<file path="config.mk">
export PLATFORM = sky130hd
export DESIGN_NAME = pt_walker
export DESIGN_NICKNAME = d
export VERILOG_FILES = /design/src/rtl/pt_walker.sv
export SDC_FILE = /design/constraint.sdc
export NUM_CORES = 1
export LEC_CHECK = 0
export BUFFER_PORTS_ARGS = -buffer_cell sky130_fd_sc_hd__buf_2
export CORE_MARGIN = 5
export CORE_UTILIZATION = 48
export DETAILED_ROUTE_END_ITERATION = 10
export HOLD_SLACK_MARGIN = 0.03
export PLACE_DENSITY = 0.79
export SETUP_SLACK_MARGIN = 0.1
export SYNTH_ARGS = -nofsm -noshare
export SYNTH_HDL_FRONTEND = slang
export SYNTH_SLANG_ARGS = --single-unit
</file>
<file path="constraint.sdc">
create_clock -name clk -period 2.2 [get_ports clk]
set_input_delay 0.11 -clock clk [delete_from_list [all_inputs] [get_ports clk]]
set_output_delay 0.11 -clock clk [all_outputs]
set_load 0.005 [all_outputs]
</file>
<file path="src/rtl/pt_walker.sv">
module pt_walker #(
  parameter int IDX_W = 10,
  parameter int OFF_W = 12
) (
  input  logic        clk,
  input  logic        rst_n,
  input  logic        root_we,
  input  logic [31:0] root_wdata,
  input  logic        req_valid,
  output logic        req_ready,
  input  logic [31:0] req_vaddr,
  input  logic        req_write,
  output logic        busy,
  output logic        mem_req_valid,
  input  logic        mem_req_ready,
  output logic [31:0] mem_req_addr,
  input  logic        mem_rsp_valid,
  input  logic [31:0] mem_rsp_data,
  output logic        rsp_valid,
  output logic [31:0] rsp_paddr,
  output logic        rsp_fault,
  output logic [1:0]  rsp_fault_code
);
  localparam int PN_W  = 32 - OFF_W;
  localparam int HI_LO = 32 - IDX_W;
  localparam int MD_LO = OFF_W;

  typedef enum logic [1:0] {S_IDLE, S_RD1, S_RD2, S_DONE} st_t;

  st_t         st;
  logic        issued, wr_q;
  logic [31:0] root_q, va_q, maddr_q, paddr_q;
  logic [1:0]  code_q;

  logic [31:0] root_eff, top_addr, leaf_addr;
  logic        accept, rsp_hit, perm_ok;

  assign root_eff  = root_we ? root_wdata : root_q;
  assign accept    = req_valid && (st == S_IDLE);
  assign rsp_hit   = issued && mem_rsp_valid;
  assign perm_ok   = wr_q ? mem_rsp_data[2] : mem_rsp_data[1];
  assign top_addr  = {root_eff[31:OFF_W], {OFF_W{1'b0}}}
                   + (32'(req_vaddr[31:HI_LO]) << 2);
  assign leaf_addr = {mem_rsp_data[31:OFF_W], {OFF_W{1'b0}}}
                   + (32'(va_q[HI_LO-1:MD_LO]) << 2);

  always_ff @(posedge clk) begin
    if (!rst_n) begin
      st      <= S_IDLE;
      issued  <= 1'b0;
      wr_q    <= 1'b0;
      root_q  <= '0;
      va_q    <= '0;
      maddr_q <= '0;
      paddr_q <= '0;
      code_q  <= '0;
    end else begin
      if (root_we) root_q <= root_wdata;
      case (st)
        S_IDLE: if (accept) begin
          va_q    <= req_vaddr;
          wr_q    <= req_write;
          maddr_q <= top_addr;
          issued  <= 1'b0;
          st      <= S_RD1;
        end
        S_RD1, S_RD2: begin
          if (mem_req_valid && mem_req_ready) issued <= 1'b1;
          if (rsp_hit) begin
            issued <= 1'b0;
            if (st == S_RD1) begin
              if (!mem_rsp_data[0]) begin
                code_q  <= 2'd1;
                paddr_q <= '0;
                st      <= S_DONE;
              end else begin
                maddr_q <= leaf_addr;
                st      <= S_RD2;
              end
            end else begin
              st <= S_DONE;
              if (!mem_rsp_data[0]) begin
                code_q  <= 2'd2;
                paddr_q <= '0;
              end else if (!perm_ok) begin
                code_q  <= 2'd3;
                paddr_q <= '0;
              end else begin
                code_q  <= 2'd0;
                paddr_q <= {mem_rsp_data[31:OFF_W], va_q[OFF_W-1:0]};
              end
            end
          end
        end
        default: st <= S_IDLE;
      endcase
    end
  end

  assign req_ready      = (st == S_IDLE);
  assign busy           = (st != S_IDLE);
  assign mem_req_valid  = ((st == S_RD1) || (st == S_RD2)) && !issued;
  assign mem_req_addr   = maddr_q;
  assign rsp_valid      = (st == S_DONE);
  assign rsp_paddr      = paddr_q;
  assign rsp_fault_code = code_q;
  assign rsp_fault      = (code_q != 2'd0);

  assert_mem_hold_R9: assert property (@(posedge clk) disable iff (!rst_n)
    (mem_req_valid && !mem_req_ready) |=> (mem_req_valid && $stable(mem_req_addr)));

  assert_rsp_pulse_R7: assert property (@(posedge clk) disable iff (!rst_n)
    rsp_valid |=> (!rsp_valid && req_ready));

  assert_accept_busy_R8: assert property (@(posedge clk) disable iff (!rst_n)
    (req_valid && req_ready) |=> (busy && !rsp_valid));

  assert_top_absent_R3: assert property (@(posedge clk) disable iff (!rst_n)
    (st == S_RD1 && rsp_hit && !mem_rsp_data[0])
      |=> (rsp_valid && rsp_fault_code == 2'd1 && !mem_req_valid));

  assert_rights_R5: assert property (@(posedge clk) disable iff (!rst_n)
    (st == S_RD2 && rsp_hit && mem_rsp_data[0] && !perm_ok)
      |=> (rsp_valid && rsp_fault && rsp_fault_code == 2'd3));

  assert_fault_zero_R11: assert property (@(posedge clk) disable iff (!rst_n)
    (rsp_valid && rsp_fault) |-> (rsp_paddr == 32'd0));
endmodule

</file>
Word-level counts from Yosys, hierarchy flattened --
Cells that the tools add are included.
Storage, ports and cells: input port bits 103, logic and storage cells 60, bits in registers 124, output and inout port bits 71
Cells by class: add/sub/neg operators 2, reduce and logical (&&, ||, !) cells 16, mux-type cells 24, equality and inequality tests 9
Operators with widths (number):
- 2-to-1 mux 32 bit | 9
- adder 32 x 12 -> 32 bit | 2
- one-hot mux 32 bit (2 select lines) | 1
- 2-to-1 mux 2 bit | 7
- inequality test 2 bit, second input constant | 4
- AND reduction 3 bit | 2
- nonzero test 2 bit | 3
- 2-to-1 mux 1 bit | 5
- AND reduction 5 bit | 1
- == test 2 bit, second input constant | 2
- logical AND 1 bit | 4
- one-hot mux 2 bit (2 select lines) | 1
- AND reduction 2 bit | 2
- inequality test 3 bit, second input constant | 1
- == test 2 x 1 -> 1 bit, second input constant | 1
- logical NOT 2 bit | 1
- inequality test 2 x 1 -> 1 bit, second input constant | 1
- one-hot mux 1 bit (2 select lines) | 1
- OR reduction 2 bit | 1
- logical NOT 1 bit | 1
- logical OR 1 bit | 1

Logic depth before layout (Yosys ltp) --
Gate-level depths: netlist of run 1.
depth in word-level cells 7, gate-level depth with buffers 8, depth with buffers taken out 6

Worst setup path before layout of run 1 --
Ideal clock, no wire load.
kind register to register, start point register st[0], end point register maddr_q[12] (netlist: mem_req_addr[12]), path slack 452 ps, path buffers 2, stages on the path, launching flop included 9, required time 2079 ps, clock period less this slack 1748 ps, arrival time 1627 ps, library setup time 121 ps, cells stage by stage dfxtp_1 > inv_1 > ha_1 > buf_4 > nor2_2 > a211oi_4 > nand2_1 > buf_4 > mux2i_1
On the way: word-level cells in the longest chain between the ends 4, elaborated cells on any way between the ends 12, those cells by class 6 x eq/ne; 1 x mux; 5 x reduce/logical
Ends and longest elaborated chain:
- start: declaration | RTL line 30 | st_t st;
- start signal: assignment | RTL line 49 | st <= S_IDLE;
- start signal: assignment | RTL line 65 | st <= S_RD1;
- start signal: assignment | RTL line 75 | st <= S_DONE;
- == test 2 x 1 -> 1 bit (tied with other cells) | RTL line 59, 71
- OR reduction 2 bit / logical AND 1 bit (equally long branches) | RTL line 59, 39
- inequality test 2 bit (no source line) (tied with other cells)
- AND reduction 5 bit (no source line)
- end signal: assignment | RTL line 63 | maddr_q <= top_addr;
- end signal: assignment | RTL line 77 | maddr_q <= leaf_addr;
- end: declaration | RTL line 32 | logic [31:0] root_q, va_q, maddr_q, paddr_q;
Several ways; a longest one is shown, not always the timed one. A chain may end at the register's enable or synchronous reset.

Worst setup path in the final report of run 1 --
start point register st[0], end point register maddr_q[3] (netlist: mem_req_addr[3])
The elaborated chain is that of the path after synthesis.

==> flow_summary_export.csv, run 1 <==
group,metric,value,unit
grt,grt_usage,21.36,%
setup_path,worst_ep_arrival_time,2.19,ns
route,drt_iter0_drc,146,
finish,area_delta_synth_final,38.81,%
finish,regArea,2205,um^2
timing,fin_ws,0.2641,ns
timing,hold_viol,0,
synth,ys_async_sr_fraction,0,%
clock_tree,clock_latency,0.35,ns
power_and_ir_drop,power_frac_seq,42.2,%
die,rows,34,
clock_tree,cts_root_buf,"clkbuf_8",
placed_design,dp_cells,700,
timing,setup_violations,0,
finish,final_cells,775,
setup_path,cp_max_fo,11,
power_and_ir_drop,power.share.switching,33.55,%
synth,ys_types,28,
power_and_ir_drop,clockPowerShare,22.3,%
die,die_h,104.7,um
timing,min_period,1.936,ns
power_and_ir_drop,power,5.914,mW
placed_design,dp_slack,0.1146,ns
timing,rsz0062_at_grt,"no",
synth,dominantRegCellSynth,"dfxtp_1",
die,die_area,10960,um^2
power_and_ir_drop,peakVddDrop,0.5598,mV
grt,grt_pass1_wl,19.77,mm
grt,first_global_vias,4107,
placed_design,dpl_cell_area,5141,um^2
placed_design,port_buffers,150,
timing,period_share,88.00,%
route,routed_wl,11.94,mm
setup_path,critPathCaptureType,"flop",
setup_path,cp.required,2.45,ns
synth,synthCells,465,
timing,slew_headroom,57.37,%
die,die_x,104.7,um
power_and_ir_drop,internal_power,3.930,mW
clock_tree,cts_tree,"built",
synth,netlist_area,4304,um^2
power_and_ir_drop,p_switching,1.984,mW
flow_run,drv_cap,0,
synth,synth_area_leaders,"dfxtp_1 51%, mux2i_1 12%, nand2_1 9.6%",
timing,clock.fmax,516.6,MHz
setup_path,path_class,"flop to flop",
status,status,"completed",
finish,diodes,0,
route,via_per_inst,5.175,
die,core-area,8721,um^2
clock_tree,clk_pin_slew_worst_paths,0.10,ns
finish,finish.net_count,771,
synth,yosys_register_bits,110,
finish,stdcell_area,5974,um^2
finish,multi_input_area,1906,um^2
route,wl_per_cell,15.41,um
synth,synth-edff-count,0,
power_and_ir_drop,leakagePower,2.819,nW
grt,antenna_found_initial,0,
route,post-route-drc-count,0,
timing,slew_violations,0,
placed_design,dp_hpwl,7.860,mm
clock_tree,numCtsBuffers,9,
route,routed-via-count,4011,
timing,worstMarginPinSlew,0.6394,ns
die,pin_count,174,
placed_design,gp_congestion,0.8173,
clock_tree,htree_levels,3,
synth,yosys_warnings,0,
synth,synth_top_area_share,51.16,%
clock_tree,cts_buffer_depth,2,
timing,tns,0,ns
synth,synth_seq_area_share,51.16,%
synth,yosysTopAreaCell,"dfxtp_1",
power_and_ir_drop,power_density,990.0,nW/um^2
timing,finClkSkew,0.01231,ns
power_and_ir_drop,p_comb_share,35.5,%
synth,synth.avg_cell_area,9.256,um^2
die,start_util,49.35,%
hold_path,hp-class,"input port to flop",
route,ant_nets,0,
finish,layout-drive-gt1-share,28.49,%
clock_tree,clock_sinks,110,
finish,fill_cells,656,
synth,ys_top_cells_by_count,"110 x dfxtp_1, 110 x nand2_1, 51 x mux2i_1",
grt,grt_overflow,0,
route,first_pass_iters,4,
grt,grt_max_degree,44,
setup_path,startpoint_type,"flop",
-- area by class of cell --
type | instances | share of cell area (%)
Timing Repair Buffer | 224 | 24.90
Sequential cell | 110 | 36.90
Clock inverter | 6 | 1.592
Clock buffer | 9 | 2.073
Inverter | 6 | 0.3770
Tap cell | 108 | 2.262
Multi-Input combinational cell | 312 | 31.90
-- cell families (layout without fill, tap and decap cells) --
group,count (synthesis),after routing,share of synthesized area [%]
compound gates,108,108,16.77
fa+ha+maj,5,5,1.453
buf+inv,44,245,4.884
flops,110,110,51.16
mux,51,51,11.86
other cells,1,2,0.08713
simple gates,146,146,13.78
-- metrics by stage --
step                      hold WS, ns  util (%)
after floorplan                0.2426         -
after global placement         0.3490     58.95
after detailed placement       0.3465     58.95
after CTS                     0.03524     68.28
after global routing          0.04834     68.51
final                         0.05491     68.51
-- timing repair --
item / CTS / global route
gates resized for setup: 1 / 5
setup endpoints to repair: 1 / 29
hold buffers: 59 / 0
hold endpoints to repair: 59 / 0
cloned: 0 / 1
buffers inserted: 0 / 0
-- power groups by stage --
stage	Clock [mW]	Sequential [mW]	Combinational (mW)
detailed placement	0	2.53	1.97
global placement	0	2.52	1.92
CTS	1.35	2.49	2.07
finish	1.32	2.49	2.10
floorplan	0	2.52	1.32
global route	1.43	2.53	2.32
-- path summary, 6_finish.rpt --
| kind | startpoint | endpoint | slack [ns] | cells past startpoint |
|---|---|---|---|---|
| min | root_wdata[26] | root_q[26] | 0.05 | 3 |
| min reg2reg | va_q[18] | va_q[18] | 0.46 | 2 |
| max reg2reg | st[0] | mem_req_addr[3] | 0.26 | 8 |
| max | st[0] | mem_req_addr[3] | 0.26 | 8 |
-- layout by cell type, fill, tap and decap left out, types with 3 or more instances in the layout --
| cell | n |
|---|---|
| clkbuf_8 | 9 |
| nor2b_1 | 3 |
| inv_1 | 5 |
| buf_2 | 151 |
| nor2_1 | 22 |
| dlygate4sd3_1 | 59 |
| buf_6 | 3 |
| o21ai_0 | 22 |
| mux2i_1 | 51 |
| a311oi_1 | 10 |
| nand2_1 | 110 |
| dfxtp_1 | 108 |
| ha_1 | 4 |
| a21oi_1 | 40 |
| buf_4 | 9 |
| a22o_1 | 32 |
-- flip-flops by register name, summed over array words and instances (netlist names) --
| register | count |
|---|---|
| st | 2 |
| rsp_fault_code | 2 |
| wr_q | 1 |
| root_q | 20 |
| rsp_paddr | 32 |
| issued | 1 |
| va_q | 22 |
| mem_req_addr | 30 |
-- per-layer routing --
layer | up-vias | track usage [%] | part of all wire [%]
li1 | 1986 | - | -
met3 | 19 | 4.932 | 6.2
met5 | - | 0 | 0
met4 | 0 | 6.667 | 1.7
met2 | 142 | 36.83 | 50
met1 | 1864 | 26.51 | 42
-- critical path, stage by stage (launching register included) --
cell and delay (ns):
dfxtp_2 0.37, inv_1 0.08, ha_2 0.37, buf_6 0.18
nor2_2 0.07, a211oi_4 0.26, buf_6 0.18, a21oi_1 0.07
a311oi_1 0.26
No activity file was read; power rests on OpenSTA's default activity.
==> run 2, diff against run 1 <==
CORE_UTILIZATION = 52   (was 48)
PLACE_DENSITY = 0.85   (was 0.79)
clock period = 2.3 ns   (was 2.2 ns; I/O delays follow)
==> flow_summary_export.csv, run 2 (same netlist as run 1, synthesis figures left out) <==
group,metric,value,unit
route,post-route-drc-count,0,
grt,first_global_vias,4115,
clock_tree,htree_levels,3,
timing,period_share,90.19,%
placed_design,dpl_cell_area,5115,um^2
timing,tns,0,ns
clock_tree,clock_latency,0.36,ns
setup_path,critPathCaptureType,"flop",
timing,slew_headroom,57.49,%
timing,finClkSkew,0.01785,ns
die,core-area,8134,um^2
placed_design,port_buffers,150,
setup_path,startpoint_type,"flop",
power_and_ir_drop,power.share.switching,34.81,%
power_and_ir_drop,clockPowerShare,21.6,%
timing,fin_ws,0.2255,ns
timing,clock.fmax,482.1,MHz
timing,rsz0062_at_grt,"no",
die,die_area,10200,um^2
status,status,"completed",
setup_path,crit_slowest_cell,"ha_2",
die,pin_count,174,
grt,antenna_found_initial,1,
power_and_ir_drop,p_switching,1.939,mW
clock_tree,cts_root_buf,"clkbuf_8",
setup_path,path_class,"flop to flop",
hold_path,hp-class,"input port to flop",
grt,grt_pass1_wl,19.63,mm
power_and_ir_drop,power_frac_seq,42.9,%
timing,hold_viol,0,
grt,grt_overflow,0,
finish,stdcell_area,5898,um^2
timing,setup_violations,0,
grt,use_met1,27.80,%
route,routed_wl,12.59,mm
die,die_x,101.0,um
power_and_ir_drop,power,5.569,mW
route,drt_iter0_drc,144,
placed_design,dp_hpwl,7.797,mm
route,via_per_inst,5.303,
setup_path,worst_ep_arrival_time,2.38,ns
timing,holdWs,0.04009,ns
route,first_pass_iters,4,
finish,area_delta_synth_final,37.03,%
timing,worstMarginPinSlew,0.6377,ns
route,wl_per_cell,16.37,um
die,die_h,101.0,um
power_and_ir_drop,leakagePower,2.778,nW
finish,final_common_cell,"buf_2",
setup_path,critPathBufInv,2,
finish,final_cells,769,
clock_tree,clk_pin_slew_worst_paths,0.11,ns
grt,grtUsageMet2,43.09,%
route,ant_nets,0,
clock_tree,cts_buffer_depth,2,
clock_tree,numCtsBuffers,9,
die,rows,33,
clock_tree,clock_sinks,110,
timing,min_period,2.074,ns
clock_tree,cts_tree,"built",
grt,grt_most_used_layer,"met2",
finish,largest_register_ffs,32,
finish,fill_cells,557,
clock_tree,cts_setup_buffers,0,
finish,layout-drive-gt1-share,27.79,%
placed_design,dp_slack,0.2747,ns
flow_run,drv_cap,0,
setup_path,path_delay_family,"simple AND/OR/NAND/NOR gates",
placed_design,dp_cells,694,
timing,slew_violations,0,
power_and_ir_drop,internal_power,3.631,mW
setup_path,cp_max_fo,32,
setup_path,slowest_delay,0.46,ns
grt,grt_usage,24.01,%
power_and_ir_drop,p_comb_share,35.5,%
grt,grt_max_degree,44,
power_and_ir_drop,power_density,944.2,nW/um^2
finish,finish.net_count,765,
setup_path,cp.required,2.60,ns
route,routed-via-count,4078,
grt,met3_usage,4.429,%
setup_path,crit_path_cell_trace,"inv_1 > ha_2 > nand3_1 > nor2_1 > nor4b_4 > buf_12 > a22o_1",
finish,final_cell_mix,"150 x buf_2, 110 x nand2_1, 110 x dfxtp_1",
power_and_ir_drop,peakVddDrop,0.7346,mV
finish,final_util,72.51,%
placed_design,gp_congestion,0.7980,
die,start_util,52.91,%
run 2: power by group through the flow:
stage | Sequential [mW] | Clock (mW) | Combinational (mW)
after floorplan | 2.41 | 0 | 1.26
after global placement | 2.41 | 0 | 1.82
after detailed placement | 2.42 | 0 | 1.88
after CTS | 2.39 | 1.21 | 1.96
after global routing | 2.43 | 1.29 | 2.16
final | 2.39 | 1.20 | 1.98
run 2: cell type report:
| class | count | area (um^2) | area share [%] |
|---|---|---|---|
| Clock inverter | 6 | 76.32 | 1.294 |
| Inverter | 6 | 22.52 | 0.3818 |
| Tap cell | 105 | 131.4 | 2.227 |
| Antenna cell | 2 | 5.005 | 0.08485 |
| Clock buffer | 10 | 127.6 | 2.164 |
| Multi-Input combinational cell | 312 | 1901 | 32.22 |
| Timing Repair Buffer | 218 | 1433 | 24.29 |
| Sequential cell | 110 | 2202 | 37.34 |
run 2: worst min-delay path, cell delays in order:
cell and delay (ns):
buf_2 0.08, mux2i_1 0.08, nor2_1 0.08
run 2: per-layer routing:
metal	vias to the layer above	part of all wire, %
li1	1975	-
met1	1912	40
met2	162	50
met3	29	7.0
met4	0	2.5
met5	-	0
run 2: repair_timing:
| item | 4_1_cts | 5_1_grt |
|---|---|---|
| hold buffers | 57 | 0 |
| resized for setup | 0 | 1 |
| endpoints found under the setup margin | 0 | 1 |
| endpoints found under the hold margin | 57 | 0 |
run 2: worst paths after layout:
kind | start | cells past startpoint | slack [ns] | end
min reg2reg | va_q[17] | 2 | 0.46 | va_q[17]
max | st[1] | 7 | 0.23 | rsp_paddr[16]
min | root_wdata[20] | 3 | 0.04 | root_q[20]
max reg2reg | st[1] | 7 | 0.23 | rsp_paddr[16]
==> run 3, diff against run 2 <==
BUFFER_PORTS_ARGS = not set   (was -buffer_cell sky130_fd_sc_hd__buf_2)
CORE_UTILIZATION = 56   (was 52)
DONT_BUFFER_PORTS = 1   (was not set)
PLACE_DENSITY = 0.71   (was 0.85)
==> flow_summary_export.csv, run 3 (same netlist as run 1, synthesis figures left out) <==
group,metric,value,unit
timing,finClkSkew,0.01338,ns
clock_tree,cts_tree,"built",
finish,finish.net_count,656,
setup_path,crit_slowest_cell,"dlygate4sd3_1",
placed_design,dp_cells,541,
finish,largest_register_ffs,32,
timing,min_period,2.078,ns
die,die_h,97.67,um
setup_path,reg2regPathDepth,8,
setup_path,cp.required,2.61,ns
die,start_util,56.58,%
setup_path,rr_startpoint,"st[1]",
finish,area_delta_synth_final,29.10,%
timing,worstMarginPinSlew,0.6921,ns
timing,slew_violations,0,
die,pin_count,174,
grt,first_global_vias,3733,
timing,rsz0062_at_grt,"no",
die,die_x,97.67,um
route,first_pass_iters,4,
route,via_per_inst,5.574,
hold_path,min_to,"mem_req_addr[12]",
finish,final_common_cell,"nand2_1",
setup_path,cp_max_fo,25,
clock_tree,cts_root_buf,"clkbuf_8",
clock_tree,clock_sinks,110,
hold_path,hp-class,"input port to flop",
clock_tree,htree_levels,3,
grt,grt_overflow,0,
placed_design,gp_congestion,0.8315,
timing,slew_headroom,53.81,%
grt,grt_max_degree,44,
hold_path,hold_start,"mem_rsp_data[12]",
die,die_area,9539,um^2
timing,setup_violations,0,
hold_path,min_path_cells,4,
status,status,"completed",
finish,fill_cells,552,
setup_path,critPathCaptureType,"flop",
setup_path,path_class,"flop to flop",
route,routed-via-count,3651,
finish,layout-drive-gt1-share,6.691,%
finish,regArea,2203,um^2
route,wl_per_cell,17.48,um
timing,tns,0,ns
route,routed_wl,11.45,mm
clock_tree,clk_pin_slew_worst_paths,0.11,ns
timing,period_share,90.34,%
power_and_ir_drop,leakagePower,2.248,nW
die,rows,32,
placed_design,port_buffers,0,
finish,final_cell_mix,"110 x nand2_1, 109 x dfxtp_1, 97 x dlygate4sd3_1",
clock_tree,cts_setup_buffers,0,
placed_design,dp_hpwl,6.866,mm
timing,hold_viol,0,
grt,antenna_found_initial,0,
setup_path,rrSetupSlack,0.22,ns
setup_path,startpoint_type,"flop",
route,post-route-drc-count,0,
grt,grt_usage,24.02,%
finish,final_cells,655,
setup_path,crit_path_cell_trace,"inv_1 > ha_2 > buf_6 > nand2_1 > o21ai_0 > nand2_1 > dlygate4sd3_1 > mux2i_1",
die,core-area,7607,um^2
grt,grt_pass1_wl,18.96,mm
power_and_ir_drop,power_density,961.3,nW/um^2
clock_tree,cts_buffer_depth,2,
setup_path,slowest_delay,0.56,ns
setup_path,crit_path_frequent_cell,"nand2_1",
flow_run,drv_cap,0,
clock_tree,numCtsBuffers,9,
finish,diodes,0,
route,ant_nets,0,
timing,clock.fmax,481.3,MHz
finish,multi_input_area,1901,um^2
route,drt_iter0_drc,138,
setup_path,r2r-end,"mem_req_addr[16]",
setup_path,worst_ep_arrival_time,2.38,ns
power_and_ir_drop,peakVddDrop,0.5224,mV
clock_tree,clock_latency,0.37,ns
-- run 3: cell types whose count changed in the layout (fill, tap and decap cells not counted), moves of 2 or more --
cell | before | now
diode_2 | 2 | 0
clkinv_4 | 2 | 0
buf_2 | 150 | 0
dlygate4sd3_1 | 57 | 97
-- run 3: power breakdown --
part	leakage, nW	switching, mW	internal (mW)
Clock	0.106	0.669	0.553
Sequential	0.899	0.230	2.22
Combinational	1.24	0.943	0.730
-- run 3: final cells by class --
type | count | share of cell area (%)
clock buffers | 10 | 2.477
inverters | 6 | 0.4053
flip-flops and latches | 110 | 39.65
clock inverters | 6 | 1.351
well taps | 102 | 2.297
multi-input cells | 312 | 34.20
repair buffers | 109 | 19.61
-- run 3: metal layers --
layer,global-route usage [%],part of all wire (%),vias up
li1,-,-,1750
met2,40.80,49,147
met4,7.987,1.9,0
met3,8.327,7.8,23
met5,0,0,-
met1,28.26,41,1731
-- run 3: repair_timing --
item                       4_1_cts  5_1_grt
hold buffers                    98        0
hold endpoints to repair        97        0
gates resized for setup          0        2
setup endpoints to repair        0       12
-- run 3: worst max path at each step --
stage	startpoint	to	cells past startpoint
6_report	st[1]	mem_req_addr[16]	8
5_1_grt	st[1]	mem_req_addr[16]	8
4_1_cts	st[0]	mem_req_addr[16]	8
3_5_place_dp	st[0]	rsp_paddr[14]	7
3_3_place_gp	st[0]	rsp_paddr[16]	7
2_1_floorplan	st[0]	mem_req_addr[12]	8
-- run 3: stage by stage --
step | power (mW) | instance area (um^2) | hold WS, ns | setup slack, ns | util (%)
after global routing | 5.674 | 5557 | 0.05317 | 0.1062 | 73.04
after detailed placement | 3.960 | 4348 | 0.2507 | 0.3003 | 57.15
after floorplan | 3.677 | 4308 | 0.2476 | 0.5517 | -
after CTS | 5.336 | 5552 | 0.03489 | 0.1878 | 72.98
after global placement | 3.912 | 4348 | 0.2489 | 0.3691 | 57.15
final | 5.342 | 5557 | 0.04508 | 0.2223 | 73.04
-- run 3: critical path, delay by kind of cell (launching register included) --
kind / cells / cell delay [ns]
AOI/OAI and AO/OA: 1 / 0.08
buffers and inverters: 3 / 0.88
DFF: 1 / 0.39
muxes: 1 / 0.12
adders and majority gates: 1 / 0.41
and+or+nand+nor: 2 / 0.15
